<file path="src/rtl/pll_lock_detect_pkg.sv">
package pll_lock_detect_pkg;

  typedef enum logic [1:0] {
    ERR_GOOD = 2'd0,
    ERR_MID  = 2'd1,
    ERR_BAD  = 2'd2
  } err_band_e;

  localparam int unsigned RUN_COARSE = 3;
  localparam int unsigned RUN_FINE   = 5;
  localparam int unsigned RUN_W      = $clog2(RUN_FINE + 1);

endpackage

</file>
<file path="src/rtl/ld_phase_meter.sv">
module ld_phase_meter #(
  parameter int unsigned CNT_W = 8
) (
  input  logic             clk,
  input  logic             rst_n,
  input  logic             ref_edge,
  input  logic             fb_edge,
  output logic             meas_valid,
  output logic [CNT_W-1:0] meas_err
);

  localparam logic [CNT_W-1:0] CNT_MAX = {CNT_W{1'b1}};

  logic             open_q,  open_n;
  logic             lead_ref_q, lead_ref_n;
  logic [CNT_W-1:0] cnt_q,   cnt_n;
  logic             cnt_en;
  logic             valid_q, valid_n;
  logic [CNT_W-1:0] err_q,   err_n;
  logic             err_en;
  logic             close_w;

  assign close_w = open_q && (lead_ref_q ? fb_edge : ref_edge);

  always_comb begin
    open_n     = open_q;
    lead_ref_n = lead_ref_q;
    cnt_n      = cnt_q;
    cnt_en     = 1'b0;
    valid_n    = 1'b0;
    err_n      = err_q;
    err_en     = 1'b0;
    if (!open_q) begin
      if (ref_edge && fb_edge) begin
        valid_n = 1'b1;
        err_n   = '0;
        err_en  = 1'b1;
      end else if (ref_edge || fb_edge) begin
        open_n     = 1'b1;
        lead_ref_n = ref_edge;
        cnt_n      = {{(CNT_W-1){1'b0}}, 1'b1};
        cnt_en     = 1'b1;
      end
    end else if (close_w) begin
      open_n  = 1'b0;
      valid_n = 1'b1;
      err_n   = cnt_q;
      err_en  = 1'b1;
    end else if (cnt_q != CNT_MAX) begin
      cnt_n  = cnt_q + 1'b1;
      cnt_en = 1'b1;
    end
  end

  always_ff @(posedge clk or negedge rst_n) begin
    if (!rst_n) begin
      open_q     <= 1'b0;
      lead_ref_q <= 1'b0;
      valid_q    <= 1'b0;
    end else begin
      open_q     <= open_n;
      lead_ref_q <= lead_ref_n;
      valid_q    <= valid_n;
    end
  end

  always_ff @(posedge clk or negedge rst_n) begin
    if (!rst_n) begin
      cnt_q <= '0;
    end else if (cnt_en) begin
      cnt_q <= cnt_n;
    end
  end

  always_ff @(posedge clk or negedge rst_n) begin
    if (!rst_n) begin
      err_q <= '0;
    end else if (err_en) begin
      err_q <= err_n;
    end
  end

  assign meas_valid = valid_q;
  assign meas_err   = err_q;

  // a trailing strobe of the other kind always yields a measurement next cycle
  p_close_gives_valid_r2: assert property (@(posedge clk) disable iff (!rst_n)
    (open_q && (lead_ref_q ? fb_edge : ref_edge)) |=> (meas_valid && !open_q));

  // the running count never wraps back from its maximum
  p_no_wrap_r8: assert property (@(posedge clk) disable iff (!rst_n)
    (open_q && cnt_q == CNT_MAX) |=> (cnt_q == CNT_MAX));

  // a repeated leading strobe keeps the window open
  p_lead_repeat_ignored_r9: assert property (@(posedge clk) disable iff (!rst_n)
    (open_q && lead_ref_q && ref_edge && !fb_edge) |=> (open_q && lead_ref_q && !meas_valid));

endmodule

</file>
<file path="src/rtl/ld_err_classify.sv">
module ld_err_classify
  import pll_lock_detect_pkg::*;
#(
  parameter int unsigned CNT_W = 8
) (
  input  logic [CNT_W-1:0] err,
  input  logic [CNT_W-1:0] lock_thr,
  input  logic [CNT_W-1:0] unlock_thr,
  output err_band_e        band
);

  always_comb begin
    if (err < lock_thr) begin
      band = ERR_GOOD;
    end else if (err > unlock_thr) begin
      band = ERR_BAD;
    end else begin
      band = ERR_MID;
    end
  end

endmodule

</file>
<file path="src/rtl/ld_run_qualifier.sv">
module ld_run_qualifier
  import pll_lock_detect_pkg::*;
(
  input  logic      clk,
  input  logic      rst_n,
  input  logic      precise,
  input  logic      meas_valid,
  input  err_band_e band,
  output logic      locked
);

  logic [RUN_W-1:0] run_q, run_n;
  logic             run_en;
  logic             lock_q, lock_n;
  logic [RUN_W-1:0] target;

  assign target = precise ? RUN_W'(RUN_FINE) : RUN_W'(RUN_COARSE);

  always_comb begin
    run_n  = run_q;
    run_en = 1'b0;
    lock_n = lock_q;
    if (meas_valid) begin
      if (!lock_q) begin
        run_en = 1'b1;
        if (band == ERR_GOOD) begin
          if (run_q + 1'b1 == target) begin
            lock_n = 1'b1;
            run_n  = '0;
          end else begin
            run_n = run_q + 1'b1;
          end
        end else begin
          run_n = '0;
        end
      end else if (band == ERR_BAD) begin
        lock_n = 1'b0;
        run_n  = '0;
        run_en = 1'b1;
      end
    end
  end

  always_ff @(posedge clk or negedge rst_n) begin
    if (!rst_n) begin
      lock_q <= 1'b0;
    end else begin
      lock_q <= lock_n;
    end
  end

  always_ff @(posedge clk or negedge rst_n) begin
    if (!rst_n) begin
      run_q <= '0;
    end else if (run_en) begin
      run_q <= run_n;
    end
  end

  assign locked = lock_q;

  // the run never reaches the target while still counting
  p_run_bounded_r3: assert property (@(posedge clk) disable iff (!rst_n)
    (run_q < target));

  // lock rises only right after a good measurement
  p_rise_after_good_r4: assert property (@(posedge clk) disable iff (!rst_n)
    $rose(lock_q) |-> $past(meas_valid && band == ERR_GOOD));

  // a non-good error while unlocked empties the run
  p_run_reset_r5: assert property (@(posedge clk) disable iff (!rst_n)
    (!lock_q && meas_valid && band != ERR_GOOD) |=> (run_q == '0 && !lock_q));

  // a large error while locked drops the flag and empties the run
  p_drop_on_bad_r6: assert property (@(posedge clk) disable iff (!rst_n)
    (lock_q && meas_valid && band == ERR_BAD) |=> (!lock_q && run_q == '0));

  // anything short of a large error keeps lock
  p_hold_lock_r7: assert property (@(posedge clk) disable iff (!rst_n)
    (lock_q && !(meas_valid && band == ERR_BAD)) |=> lock_q);

endmodule

</file>
<file path="src/rtl/pll_lock_detect.sv">
module pll_lock_detect
  import pll_lock_detect_pkg::*;
#(
  parameter int unsigned CNT_W = 8
) (
  input  logic             clk,
  input  logic             rst_n,
  input  logic             ref_edge,
  input  logic             fb_edge,
  input  logic             precise,
  input  logic [CNT_W-1:0] lock_thr,
  input  logic [CNT_W-1:0] unlock_thr,
  output logic             locked,
  output logic             err_valid,
  output logic [CNT_W-1:0] err_cycles
);

  logic      rst_meta_q, rst_sync_q;
  logic      meas_valid;
  logic [CNT_W-1:0] meas_err;
  err_band_e band;

  always_ff @(posedge clk or negedge rst_n) begin
    if (!rst_n) begin
      rst_meta_q <= 1'b0;
      rst_sync_q <= 1'b0;
    end else begin
      rst_meta_q <= 1'b1;
      rst_sync_q <= rst_meta_q;
    end
  end

  ld_phase_meter #(.CNT_W(CNT_W)) meter_i (
    .clk        (clk),
    .rst_n      (rst_sync_q),
    .ref_edge   (ref_edge),
    .fb_edge    (fb_edge),
    .meas_valid (meas_valid),
    .meas_err   (meas_err)
  );

  ld_err_classify #(.CNT_W(CNT_W)) classify_i (
    .err        (meas_err),
    .lock_thr   (lock_thr),
    .unlock_thr (unlock_thr),
    .band       (band)
  );

  ld_run_qualifier qualify_i (
    .clk        (clk),
    .rst_n      (rst_sync_q),
    .precise    (precise),
    .meas_valid (meas_valid),
    .band       (band),
    .locked     (locked)
  );

  assign err_valid  = meas_valid;
  assign err_cycles = meas_err;

  // a measurement strobe lasts one cycle
  p_valid_single_r2: assert property (@(posedge clk) disable iff (!rst_sync_q)
    err_valid |=> !err_valid);

  // lock changes only after a measurement
  p_lock_moves_on_meas_r7: assert property (@(posedge clk) disable iff (!rst_sync_q)
    !err_valid |=> $stable(locked));

endmodule

</file>
<file path="config.mk">
export PLATFORM = sky130hd
export DESIGN_NAME = pll_lock_detect
export DESIGN_NICKNAME = d
export VERILOG_FILES = /design/src/rtl/pll_lock_detect_pkg.sv /design/src/rtl/ld_phase_meter.sv /design/src/rtl/ld_err_classify.sv /design/src/rtl/ld_run_qualifier.sv /design/src/rtl/pll_lock_detect.sv
export SDC_FILE = /design/constraint.sdc
export NUM_CORES = 1
export LEC_CHECK = 0
export ABC_AREA = 1
export CORE_ASPECT_RATIO = 1.4
export CORE_MARGIN = 2
export CORE_UTILIZATION = 47
export CTS_CLUSTER_SIZE = 25
export DETAILED_ROUTE_END_ITERATION = 10
export PLACE_DENSITY = 0.83
export RECOVER_POWER = 25
export SETUP_SLACK_MARGIN = 0.4
export SYNTH_ARGS = -nofsm -noshare
export SYNTH_HDL_FRONTEND = slang
export SYNTH_SLANG_ARGS = --single-unit
export TNS_END_PERCENT = 1
</file>
<file path="constraint.sdc">
create_clock -name clk -period 0.8 [get_ports clk]
set_input_delay 0.16 -clock clk [delete_from_list [all_inputs] [get_ports clk]]
set_output_delay 0.16 -clock clk [all_outputs]
set_load 0.01 [all_outputs]
</file>
==> results.txt <==
----------------------------------------------------
[Layout]
  Antenna diodes ... 0
  Fraction of layout instances using a drive strength above 1 ... a little under two fifths
  Post-route design area ... between 2000 and 3000 um^2
  Number of nets in the final layout ... 335
  Count of non-filler cells in the finished layout ... roughly 340
  Area added between synthesis and finish ... 46.2%

[Status]
  Run status ... finished, violations left
  Failing checks ... negative setup slack

[Critical path]
  CP required ... 1020 ps
  Startpoint Class ... flop
  Element type at the critical path end ... flop
  Highest net fanout along the worst path ... 5
  Critical path type ... flop to flop
  WP data arrival ... just under 2000 ps

[Global routing]
  Grt ovf ... 0
  Number of antenna violations at the first check in global routing ... 0
  GRT Resource Usage Total ... around a fifth
  Via count of the first global-routing pass ... 1709
  Pin count of the biggest net entering global routing ... 24
  Wire length of the first global-routing pass ... 7110 um

[STA]
  Count of final setup violators ... 33
  Relative slew margins ... 66.0%
  Clock skew ... 5.39 ps
  Least-Margin Pin Slew ... 510 ps
  Worst-case setup margin in the final layout ... -948 ps
  Worst hold slack ... between 100 and 150 ps
  Time the final worst path needs with I/O delays and setup ... 1750 ps
  Part of the cycle the worst path needs ... 219%
  Setup repair after global routing missed its margin ... true
  Number of slew-limit violations in the final report ... 0
  Hold violation count in the final report ... 0
  Maximum frequency from static timing analysis ... approximately 570 MHz
  Accumulated negative setup slack ... -14010 ps

[Synthesis]
  Syn avg cell area ... 7.98 um^2
  Synth warnings ... 0
  Post-Synthesis Net Count ... 258
  Most used standard cells in the synthesized netlist ... sky130_fd_sc_hd__nand2_1, sky130_fd_sc_hd__inv_1, sky130_fd_sc_hd__dfrtp_1
  Share of synthesized area occupied by flip-flops and latches ... ~36%
  Number of synthesized flops with an enable pin ... 0
  Top cell type by total area after synthesis ... sky130_fd_sc_hd__dfrtp_1
  Leading cell type by number of instances after synthesis ... sky130_fd_sc_hd__nand2_1
  Distinct cells, synth ... 33
  Instance count of the mapped netlist ... 218
  Async S/R FF share, synth ... between 90% and 100%
  Cell area after synthesis ... 1740 um^2
  Top area cells in the synthesized netlist ... sky130_fd_sc_hd__dfrtp_1, sky130_fd_sc_hd__ha_1, sky130_fd_sc_hd__nand2_1
  Post-synthesis sequential element count ... 25
  Area share of the largest cell type after synthesis ... approximately 36%
  Ys flop type ... sky130_fd_sc_hd__dfrtp_1

[Floorplanning]
  Starting utilization of the core area ... between 40% and 50%
  Die area ... around 4200 um^2
  Vert. Die Dim ... 76.0 um
  Num rows ... 26
  Core area ... 3610 um^2
  Number of top-level pins ... 31
  Width of the chip ... 55.4 um

[Min path]
  HP Class ... input pin to asynchronous set/reset pin

[Clocking]
  CTS tree ... built
  Number of buffers added by the clock tree synthesis step ... 3
  H-tree depth ... 1
  Hold_buf cts ... 0
  TritonCTS Sinks ... 25
  Worst skew pair latency ... ~270 ps
  Clk buf depth ... 2
  Clk slew on worst S/H paths ... 90 ps
  Clk root buf ... sky130_fd_sc_hd__clkbuf_8

[Routing]
  Routed via count divided by cell count ... between 5 and 6
  Number of nets with antenna violations after detailed routing ... 0
  DRC violations left ... 0
  Initial drt markers ... 65
  Via count ... 1696
  Total length of routed wires ... 4460 um
  WL/cell ... about 13 um
  DRT Pass-1 Iters ... 4

[Place]
  Port Buf Inserts ... 30
  Cell count after placement ... 327
  Routability cong. ... 0.780
  Post-placement cell area ... around 2400 um^2
  Post-detailed-placement half-perimeter wirelength ... a little under 3000 um

[Power and ir drop]
  Pwr dens ... 3290 nW/um^2
  Leakage power summed over all cells ... 1.34 nW
  Maximum ir drop on the vdd rail ... 2.06 mV

[Run]
  MaxCap Viol Count ... 0

----------------------------------------------------
registers in the layout (all words and copies together) (netlist names):
name,flops
meter_i.meas_err,8
qualify_i.run_q,3
meter_i.open_q,1
qualify_i.locked,1
meter_i.cnt_q,8
rst_sync_q,1
meter_i.lead_ref_q,1
rst_meta_q,1
meter_i.meas_valid,1
worst max-delay path: stages, from the launching register on:
cell and delay [ps]:
sky130_fd_sc_hd__dfrtp_1 420, sky130_fd_sc_hd__ha_1 300, sky130_fd_sc_hd__nand2_2 80, sky130_fd_sc_hd__nor2_2 150, sky130_fd_sc_hd__nand3_1 100, sky130_fd_sc_hd__nor2_1 180, sky130_fd_sc_hd__a21oi_2 50, sky130_fd_sc_hd__nand2_1 80
sky130_fd_sc_hd__nand2_2 90, sky130_fd_sc_hd__nand2_2 120, sky130_fd_sc_hd__nand2_1 60, sky130_fd_sc_hd__nand2_1 50
layer usage:
metal	global-route usage (%)	share of wire [%]
met2	39.0	55
met3	1.70	2.7
met4	8.29	2.9
met1	22.9	39
met5	0	0
what timing repair did:
action / in CTS / in global routing
setup endpoints to repair: 34 / 35
pin swaps: 8 / 12
setup buffers: 1 / 4
endpoints found under the hold margin: 0 / 0
resized for setup: 58 / 18
cell type report:
| cell class | instances | area [um^2] |
|---|---|---|
| clock buffer | 3 | 41.3 |
| inverter | 47 | 191 |
| clock inverter | 1 | 5.00 |
| tap | 42 | 52.6 |
| multi-input combinational | 144 | 1010 |
| fill | 242 | 1070 |
| sequential | 25 | 628 |
| timing repair buffer | 74 | 617 |
power by group:
group | total (mW) | switching [mW] | internal [mW] | leakage, nW
combinational | 5.40 | 2.76 | 2.65 | 0.987
sequential | 2.22 | 0.476 | 1.75 | 0.325
clock | 0.748 | 0.399 | 0.349 | 0.0255
path summary, 6_finish.rpt:
| path | from | endpoint | slack, ps | cells past startpoint |
|---|---|---|---|---|
| max | meter_i.meas_err[6] | qualify_i.run_q[0] | -950 | 11 |
| min | rst_n | rst_meta_q | 110 | 1 |
| max reg2reg | meter_i.meas_err[6] | qualify_i.run_q[0] | -950 | 11 |
| min reg2reg | rst_sync_q | meter_i.meas_valid | 300 | 1 |
| max in group asynchronous | rst_sync_q | meter_i.open_q | 130 | 1 |
| min in group clk | ref_edge | meter_i.lead_ref_q | 340 | 3 |
cell usage in the layout (no fill, tap or decap), types with 2 or more instances in the layout:
cell type	instances
sky130_fd_sc_hd__dfrtp_1	23
sky130_fd_sc_hd__buf_6	9
sky130_fd_sc_hd__nand3_2	2
sky130_fd_sc_hd__nand2_1	37
sky130_fd_sc_hd__clkbuf_8	3
sky130_fd_sc_hd__o22ai_1	8
sky130_fd_sc_hd__inv_8	2
sky130_fd_sc_hd__a21oi_2	2
sky130_fd_sc_hd__o21ai_2	7
sky130_fd_sc_hd__nand3_1	10
sky130_fd_sc_hd__nand3_4	2
sky130_fd_sc_hd__buf_2	7
sky130_fd_sc_hd__clkdlybuf4s50_1	17
sky130_fd_sc_hd__a21oi_1	6
sky130_fd_sc_hd__xor2_1	5
sky130_fd_sc_hd__dlygate4sd2_1	2
sky130_fd_sc_hd__dfrtp_2	2
sky130_fd_sc_hd__inv_1	36
sky130_fd_sc_hd__ha_4	3
sky130_fd_sc_hd__buf_4	37
sky130_fd_sc_hd__inv_2	8
sky130_fd_sc_hd__nor2_1	15
sky130_fd_sc_hd__nand2_2	13
sky130_fd_sc_hd__nor2_4	2
sky130_fd_sc_hd__ha_1	15
cell families (layout without fill, tap and decap cells):
family,count (synthesis),in the layout,synth area share [%]
simple gates,90,90,23.9
fa+ha+maj,19,19,13.7
buf+inv,49,125,12.2
compound gates,29,29,11.5
flops,25,25,36.0
xor+xnor,5,5,2.52
other cells,1,1,0.216
through the flow:
step	power [mW]	setup slack (ps)	utilization [%]
6_report	8.37	-948	70.4
5_1_grt	9.07	-1040	70.4
4_1_cts	7.81	-817	67.8
3_5_place_dp	6.87	-1160	65.5
3_3_place_gp	6.71	-1080	65.5
2_1_floorplan	4.77	-770	-
Note: power is estimated with default switching activity, not from simulation.
